### src/rtl/phy_base_pkg.sv
package phy_base_pkg;
    localparam int REG_W  = 8;
    localparam int ID_W   = 6;
    localparam int GAP_W  = 6;
    localparam int PWR_W  = 3;
    localparam int ADDR_W = 3;

    localparam logic [GAP_W-1:0] GAP_MAX = {GAP_W{1'b1}};

    localparam logic [ADDR_W-1:0] A_IDENT  = 3'd0;
    localparam logic [ADDR_W-1:0] A_ARB    = 3'd1;
    localparam logic [ADDR_W-1:0] A_NODE   = 3'd2;
    localparam logic [ADDR_W-1:0] A_CAPS   = 3'd3;
    localparam logic [ADDR_W-1:0] A_TIMING = 3'd4;
    localparam logic [ADDR_W-1:0] A_JITTER = 3'd5;

    // capability: port count 2 in [7:3], extended set 7 in [2:0]
    localparam logic [REG_W-1:0] RO_CAPS   = {5'd2, 3'd7};
    // timing: delay 0 in [6:3], speed code 2 in [2:0]
    localparam logic [REG_W-1:0] RO_TIMING = {1'b0, 4'd0, 3'd2};
    localparam logic [REG_W-1:0] RO_JITTER = '0;

    typedef enum logic [1:0] {
        BR_IDLE,
        BR_WAIT,
        BR_FIRE
    } brst_state_e;
endpackage

### src/rtl/phy_gap_track.sv
module phy_gap_track
    import phy_base_pkg::*;
(
    input  logic             clk,
    input  logic             rst_n,
    input  logic             bus_rst,
    input  logic             wr_upd,
    input  logic [GAP_W-1:0] wr_val,
    input  logic             cfg_upd,
    input  logic [GAP_W-1:0] cfg_val,
    output logic [GAP_W-1:0] gap,
    output logic             quiet
);
    // quiet: a bus reset has been seen with no update since
    always_ff @(posedge clk) begin
        if (!rst_n) begin
            gap   <= GAP_MAX;
            quiet <= 1'b0;
        end else if (cfg_upd || wr_upd) begin
            gap   <= cfg_upd ? cfg_val : wr_val;
            quiet <= 1'b0;
        end else if (bus_rst) begin
            if (quiet) begin
                gap <= GAP_MAX;
            end
            quiet <= 1'b1;
        end
    end
endmodule

### src/rtl/phy_busrst_fsm.sv
module phy_busrst_fsm
    import phy_base_pkg::*;
(
    input  logic clk,
    input  logic rst_n,
    input  logic bus_rst,
    input  logic long_pend,
    input  logic short_pend,
    input  logic busy,
    output logic req,
    output logic req_long,
    output logic clr
);
    brst_state_e state, nxt;
    logic pend;

    assign pend = long_pend || short_pend;

    always_ff @(posedge clk) begin
        if (!rst_n) begin
            state <= BR_IDLE;
        end else begin
            state <= nxt;
        end
    end

    always_comb begin
        nxt = state;
        unique case (state)
            BR_IDLE: begin
                if (!bus_rst && pend) begin
                    nxt = BR_WAIT;
                end
            end
            BR_WAIT: begin
                if (bus_rst || !pend) begin
                    nxt = BR_IDLE;
                end else if (!busy) begin
                    nxt = BR_FIRE;
                end
            end
            BR_FIRE: nxt = BR_IDLE;
            default: nxt = BR_IDLE;
        endcase
    end

    always_comb begin
        req      = (state == BR_FIRE) && pend;
        req_long = (state == BR_FIRE) && long_pend;
        clr      = (state == BR_FIRE);
    end
endmodule

### src/rtl/phy_linkstat.sv
module phy_linkstat
    import phy_base_pkg::*;
(
    input  logic             lctrl,
    input  logic             lps,
    input  logic             contender,
    input  logic [PWR_W-1:0] pwr,
    input  logic             wdie,
    input  logic [2:0]       wake_flags,
    output logic             sid_l,
    output logic             sid_c,
    output logic [PWR_W-1:0] sid_pwr,
    output logic             linkon
);
    always_comb begin
        sid_l   = lctrl && lps;
        sid_c   = contender;
        sid_pwr = pwr;
        linkon  = wdie && !lps && (|wake_flags);
    end
endmodule

### src/rtl/phy_base_regs.sv
module phy_base_regs
    import phy_base_pkg::*;
(
    input  logic              clk,
    input  logic              rst_n,
    input  logic [ADDR_W-1:0] addr,
    input  logic              wr_en,
    input  logic [REG_W-1:0]  wr_data,
    input  logic              rd_en,
    output logic [REG_W-1:0]  rd_data,
    input  logic              bus_rst,
    input  logic              selfid_done,
    input  logic [ID_W-1:0]   selfid_phy_id,
    input  logic              tree_root,
    input  logic              cfg_gap_wr,
    input  logic [GAP_W-1:0]  cfg_gap,
    input  logic              port_busy,
    input  logic              lps,
    input  logic              contend_pin,
    input  logic [PWR_W-1:0]  pwr_pins,
    input  logic              int_cable_to,
    input  logic              int_cable_pwr,
    input  logic              int_state_to,
    output logic              brst_req,
    output logic              brst_long,
    output logic              sid_l,
    output logic              sid_c,
    output logic [PWR_W-1:0]  sid_pwr,
    output logic              linkon
);
    logic [ID_W-1:0]  phy_id;
    logic             id_valid, root_q;
    logic             holdoff_q, long_q, short_q;
    logic             lctrl_q, cont_q, wdie_q;
    logic [PWR_W-1:0] pwr_q;
    logic [GAP_W-1:0] gap_q;
    logic             gap_quiet, gap_upd;
    logic             wr_arb, wr_node, req_clr;

    assign wr_arb  = wr_en && (addr == A_ARB);
    assign wr_node = wr_en && (addr == A_NODE);
    assign gap_upd = wr_arb || cfg_gap_wr;

    phy_gap_track u_gap (
        .clk     (clk),
        .rst_n   (rst_n),
        .bus_rst (bus_rst),
        .wr_upd  (wr_arb),
        .wr_val  (wr_data[GAP_W-1:0]),
        .cfg_upd (cfg_gap_wr),
        .cfg_val (cfg_gap),
        .gap     (gap_q),
        .quiet   (gap_quiet)
    );

    phy_busrst_fsm u_fsm (
        .clk        (clk),
        .rst_n      (rst_n),
        .bus_rst    (bus_rst),
        .long_pend  (long_q),
        .short_pend (short_q),
        .busy       (port_busy),
        .req        (brst_req),
        .req_long   (brst_long),
        .clr        (req_clr)
    );

    phy_linkstat u_link (
        .lctrl      (lctrl_q),
        .lps        (lps),
        .contender  (cont_q),
        .pwr        (pwr_q),
        .wdie       (wdie_q),
        .wake_flags ({int_cable_to, int_cable_pwr, int_state_to}),
        .sid_l      (sid_l),
        .sid_c      (sid_c),
        .sid_pwr    (sid_pwr),
        .linkon     (linkon)
    );

    // identity fields: bus reset wins over self-ID and tree-ID events
    always_ff @(posedge clk) begin
        if (!rst_n) begin
            phy_id   <= '0;
            id_valid <= 1'b0;
            root_q   <= 1'b0;
        end else begin
            if (bus_rst) begin
                id_valid <= 1'b0;
            end else if (selfid_done) begin
                id_valid <= 1'b1;
                phy_id   <= selfid_phy_id;
            end
            if (bus_rst) begin
                root_q <= 1'b0;
            end else if (tree_root) begin
                root_q <= 1'b1;
            end
        end
    end

    // fields kept across bus reset
    always_ff @(posedge clk) begin
        if (!rst_n) begin
            holdoff_q <= 1'b0;
            lctrl_q   <= 1'b1;
            cont_q    <= contend_pin;
            pwr_q     <= pwr_pins;
            wdie_q    <= 1'b0;
        end else begin
            if (wr_arb) begin
                holdoff_q <= wr_data[7];
            end
            if (wr_node) begin
                lctrl_q <= wr_data[0];
                cont_q  <= wr_data[1];
                pwr_q   <= wr_data[4:2];
                wdie_q  <= wr_data[5];
            end
        end
    end

    // request bits: bus reset or issue clears, ahead of writes
    always_ff @(posedge clk) begin
        if (!rst_n) begin
            long_q  <= 1'b0;
            short_q <= 1'b0;
        end else if (bus_rst || req_clr) begin
            long_q  <= 1'b0;
            short_q <= 1'b0;
        end else begin
            if (wr_arb) begin
                long_q <= wr_data[6];
            end
            if (wr_node) begin
                short_q <= wr_data[6];
            end
        end
    end

    always_ff @(posedge clk) begin
        if (!rst_n) begin
            rd_data <= '0;
        end else if (rd_en) begin
            unique case (addr)
                A_IDENT:  rd_data <= {id_valid, root_q, phy_id};
                A_ARB:    rd_data <= {holdoff_q, long_q, gap_q};
                A_NODE:   rd_data <= {1'b0, short_q, wdie_q, pwr_q, cont_q, lctrl_q};
                A_CAPS:   rd_data <= RO_CAPS;
                A_TIMING: rd_data <= RO_TIMING;
                A_JITTER: rd_data <= RO_JITTER;
                default:  rd_data <= '0;
            endcase
        end
    end
endmodule

### config.mk
export PLATFORM = sky130hd
export DESIGN_NAME = phy_base_regs
export DESIGN_NICKNAME = d
export VERILOG_FILES = /design/src/rtl/phy_base_pkg.sv /design/src/rtl/phy_gap_track.sv /design/src/rtl/phy_busrst_fsm.sv /design/src/rtl/phy_linkstat.sv /design/src/rtl/phy_base_regs.sv
export SDC_FILE = /design/constraint.sdc
export NUM_CORES = 1
export LEC_CHECK = 0
export BUFFER_PORTS_ARGS = -buffer_cell sky130_fd_sc_hd__buf_2
export CAP_MARGIN = 25
export CORE_UTILIZATION = 52
export DETAILED_ROUTE_END_ITERATION = 16
export GPL_ROUTABILITY_DRIVEN = 0
export PLACE_DENSITY = 0.83
export SYNTH_ARGS = -nofsm -noshare
export SYNTH_HDL_FRONTEND = slang
export SYNTH_SLANG_ARGS = --single-unit
### constraint.sdc
create_clock -name clk -period 2.1 [get_ports clk]
set_clock_uncertainty 0.15 [all_clocks]
set_input_delay 0.42 -clock clk [delete_from_list [all_inputs] [get_ports clk]]
set_output_delay 0.42 -clock clk [all_outputs]
set_load 0.01 [all_outputs]
Word-level counts from Yosys, hierarchy flattened
Cells that the tools add are included.

Reductions and logical operators: 26. Equal/unequal tests: 9. Multiplexer cells: 13. Bitwise logic cells: 2.

Operator list (count): $pmux 8 s5 (1); $mux 6 (4); $logic_and 1x1->1 (8); $eq 3x2->1 const B (2); $mux 2 (3); $mux 3 (2); $reduce_and 2->1 (3); $reduce_or 2->1 (3); $logic_or 1x1->1 (4); $ne 2x1->1 const B (2); $pmux 2 s2 (1); $reduce_bool 2->1 (2); $eq 3x1->1 const B (1); $eq 3x3->1 const B (1); $logic_not 1->1 (3); $logic_not 3->1 (1); $ne 3x2->1 const B (1); $reduce_or 3->1 (1); $eq 2x1->1 const B (1); $eq 2x2->1 const B (1); $logic_not 2->1 (1); $mux 1 (2); $not 1->1 (2).

Bits in registers: 34.

Depth between registers and ports, before layout
Word-level depth: 5. Depth in mapped cells: 5.

Modules after synthesis
Synthesis repeated with hierarchy kept, for this count alone.

Cells, all modules: 150. Area, all modules: 1567.8 sq um.

By module, submodules not included: phy_base_regs (area an instance 1129.8 sq um, sequential area each 540.5 sq um, cells an instance 102, times used 1); phy_gap_track (area an instance 276.5 sq um, sequential area each 140.1 sq um, cells an instance 31, times used 1); phy_busrst_fsm (area an instance 102.6 sq um, sequential area each 40.0 sq um, cells an instance 10, times used 1); phy_linkstat (area an instance 58.8 sq um, sequential area each 0.0 sq um, cells an instance 7, times used 1).

Worst setup path after synthesis
No wires, ideal clock.

Kind: input to register. Start: in addr[2]. End: reg cont_q (enable). Data required time: 1.640 ns. Cell stages on the path: 2. Arrival: 0.943 ns. Buffers on the path: 0. Path slack: 0.697 ns. Cells stage by stage: and4bb_2 -> nand2b_1.

Cells in the longest elaborated chain, start to end: 3.

Ends and longest elaborated chain: start: declaration (RTL line phy_base_regs.sv:6) `input logic [ADDR_W-1:0] addr,`; $eq 3x2->1 (RTL line phy_base_regs.sv:41) `assign wr_node = wr_en && (addr == A_NODE);`; $logic_and 1x1->1 (RTL line phy_base_regs.sv:41); $ne 2x1->1 (no line); end signal: assignment (RTL line phy_base_regs.sv:107) `cont_q <= contend_pin;`; end signal: assignment (RTL line phy_base_regs.sv:116) `cont_q <= wr_data[1];`; end: declaration (RTL line phy_base_regs.sv:34) `logic lctrl_q, cont_q, wdie_q;`.

No other way between the ends. A chain may end at the register's enable or synchronous reset.

Final worst setup path
Start: reg short_q. End: out brst_req.

Cells in the longest elaborated chain, start to end: 2.

Ends and longest elaborated chain: start: declaration (RTL line phy_base_regs.sv:33) `logic holdoff_q, long_q, short_q;`; start signal: assignment (RTL line phy_base_regs.sv:136) `short_q <= wr_data[6];`; $logic_or 1x1->1 (RTL line phy_busrst_fsm.sv:17) `assign pend = long_pend || short_pend;`; $logic_and 1x1->1 (RTL line phy_busrst_fsm.sv:48) `req = (state == BR_FIRE) && pend;`; end: declaration (RTL line phy_base_regs.sv:24) `output logic brst_req,`.

No other way between the ends.

==> reports/results.ini <==
[floorplan]
rows=19
design.core.area_sq_mm=0.00278
die_h_um=56.4
io_pins=56
die_area_sq_mm=0.00319
die_w_um=56.4
initial_core_util_pct=55.4

[critical_path]
worst-path-max-fanout=3
path_class=flop to output port
cp.arrival_ns=1.15
critPathRequiredTime_ns=1.53
r2r-end=rd_data[4]$_SDFFE_PN0P_
cp-end-kind=output port
r2r_start=u_gap.gap[4]$_SDFFE_PN1P_
r2r_setup_slack_ns=0.96
rr_worst_depth=3
cp-start-kind=flop

[logic_synthesis]
yosys-top-cells-count=dfxtp_1 (30), nor2_1 (16), mux2i_1 (13), nand2_1 (12), nand2b_1 (9)
mappedNetlistArea_sq_mm=0.00154
synthArstFlopShare_pct=0
syn_inst=154
syn_avg_cell_area_sq_um=10.0
synth.distinct_cells=33
synthTopCellsByArea=dfxtp_1 (39%), mux2i_1 (8.4%), edfxtp_1 (7.8%), mux2_2 (5.1%), o32ai_1 (4.0%)
yosysSeqAreaShare_pct=46.8
synth-main-ff-cell=dfxtp_1
ys_seq_elements=34
yosysWarnings=0
synth_top_cell_by_area=dfxtp_1
synth-edff-count=4
syn_nets=194
yosysMostFrequentCell=dfxtp_1
synth_top_area_share_pct=39.0

[global_route]
antenna_found_initial=0
grt_start_max_net_pins=16
grt_pass1_vias=1258
grt_pass1_wl_mm=5.63
grt-ovfl-total=0
grt.total_usage_pct=23.8

[drt]
drc=0
drtIter0Drc=34
routed_wl_mm=3.63
routedWlPerCell_um=15.1
drt_first_pass_iters=4
via_per_inst=5.52
vias=1331
drtAntennaViolNets=0

[power_and_ir_drop]
p_leak_nw=0.797
power_density_mw_per_mm2=710
vdd_drop_max_mv=0.735

[timing]
slew-limit-headroom_pct=70.2
fin_setup_tns_ns=0
hold_viol_final=0
max_freq_mhz=583
setup_viol=0
tightestPinTransition_ns=0.448
layout_min_cycle_time_ns=1.72
min_period_over_period_pct=81.7
rsz0062_at_grt=no
final_max_slew_viol_count=0

[final_layout]
area_growth_pct=22.9
antenna_cells=0
drive_gt1_share_pct=35.7
n_fill_cell=218
layout.nets=250
fin_util_pct=68.1

[placed_design]
hpwl_mm=2.84
port_buffers=55

[clock_tree]
clock_latency_ns=0.35
cts_setup_buffers=0
clock-sinks=34
numCtsBuffers=5
cts_hold_buf=0
clk_pin_slew_ns=0.10
cts_resized=0
cts_root_buf=clkbuf_4
htree_levels=2
cts_tree=done
max-clock-path-buffers=2

[hold_path]
min_to=root_q$_SDFFE_PP0P_
whs_path_depth=3
hold_path.class=primary input to flop
min-delay-start=tree_root

[run_status]
status=completed

[job]
drv_cap=0

## registers in the layout (all words and copies together), names as in the netlist, 2 cells and up
signal / cells
pwr_q: 3
phy_id: 6
rd_data: 8
u_fsm.state: 2
u_gap.gap: 6
## layout by cell type, fill, tap and decap left out, types with 2 or more instances in the layout
cell type	n
mux2i_1	13
edfxtp_1	4
nor3_1	5
nor4_1	7
a221o_1	3
nand2_1	12
mux2_2	7
o221ai_1	3
inv_1	2
nor2b_1	8
and2_1	3
o21ai_0	3
dfxtp_1	30
nand2b_1	9
o32ai_1	7
nor2_1	16
clkbuf_4	5
buf_4	3
buf_2	55
## logic make-up after synthesis
kind of cell | Yosys count | synth area share [%]
compound gates | 21 | 11.4
buf+inv | 11 | 4.06
flops | 34 | 46.8
mux | 20 | 13.6
simple gates | 68 | 24.2
## per-layer routing
| metal | global-route usage, % | part of all wire [%] |
|---|---|---|
| met2 | 39.2 | 48 |
| met5 | 0 | 0 |
| met4 | 9.06 | 1.0 |
| met1 | 28.7 | 44 |
| met3 | 8.06 | 6.5 |
## power breakdown
| part | internal [mW] | switching [mW] |
|---|---|---|
| registers | 0.691 | 0.0184 |
| clock network | 0.241 | 0.220 |
| logic | 0.0864 | 0.0885 |
## stage by stage
| stage | worst slack, ns | hold WS (ns) | total power, mW | area (sq um) | cells |
|---|---|---|---|---|---|
| 2_1_floorplan | 0.697 | 0.272 | 0.818 | 1540 | 154 |
| 3_3_place_gp | 0.424 | 0.272 | 0.890 | 1820 | 234 |
| 3_5_place_dp | 0.330 | 0.290 | 0.898 | 1820 | 234 |
| 4_1_cts | 0.400 | 0.140 | 1.34 | 1890 | 241 |
| 5_1_grt | 0.324 | 0.156 | 1.39 | 1890 | 241 |
| 6_report | 0.384 | 0.135 | 1.34 | 1890 | 241 |
## final cells by class
class	count	area [sq um]	share of cell area, %
multi-input cells	109	758	40.0
well taps	31	38.8	2.05
clock inverters	2	33.8	1.78
inverters	2	7.51	0.396
clock buffers	5	37.5	1.98
repair buffers	58	298	15.7
flip-flops and latches	34	721	38.0
## worst max-delay path by stage
stage / slack, ns / startpoint / endpoint / cells past startpoint
finish: 0.38 / short_q$_SDFFE_PP0P_ / brst_req / 3
global route: 0.32 / short_q$_SDFFE_PP0P_ / brst_req / 3
CTS: 0.40 / long_q$_SDFFE_PP0P_ / brst_req / 3
detailed placement: 0.33 / addr[0] / u_gap.gap[5]$_SDFFE_PN1P_ / 4
global placement: 0.42 / addr[0] / cont_q$_DFFE_PP_ / 3
floorplan: 0.70 / addr[2] / cont_q$_DFFE_PP_ / 2
## worst max-delay path, cell delays in order (launching register included)
cell and delay (ns):
dfxtp_1 0.36, nor2_1 0.21, nor2_1 0.09, buf_2 0.14
Note: power is estimated with default switching activity, not from simulation.
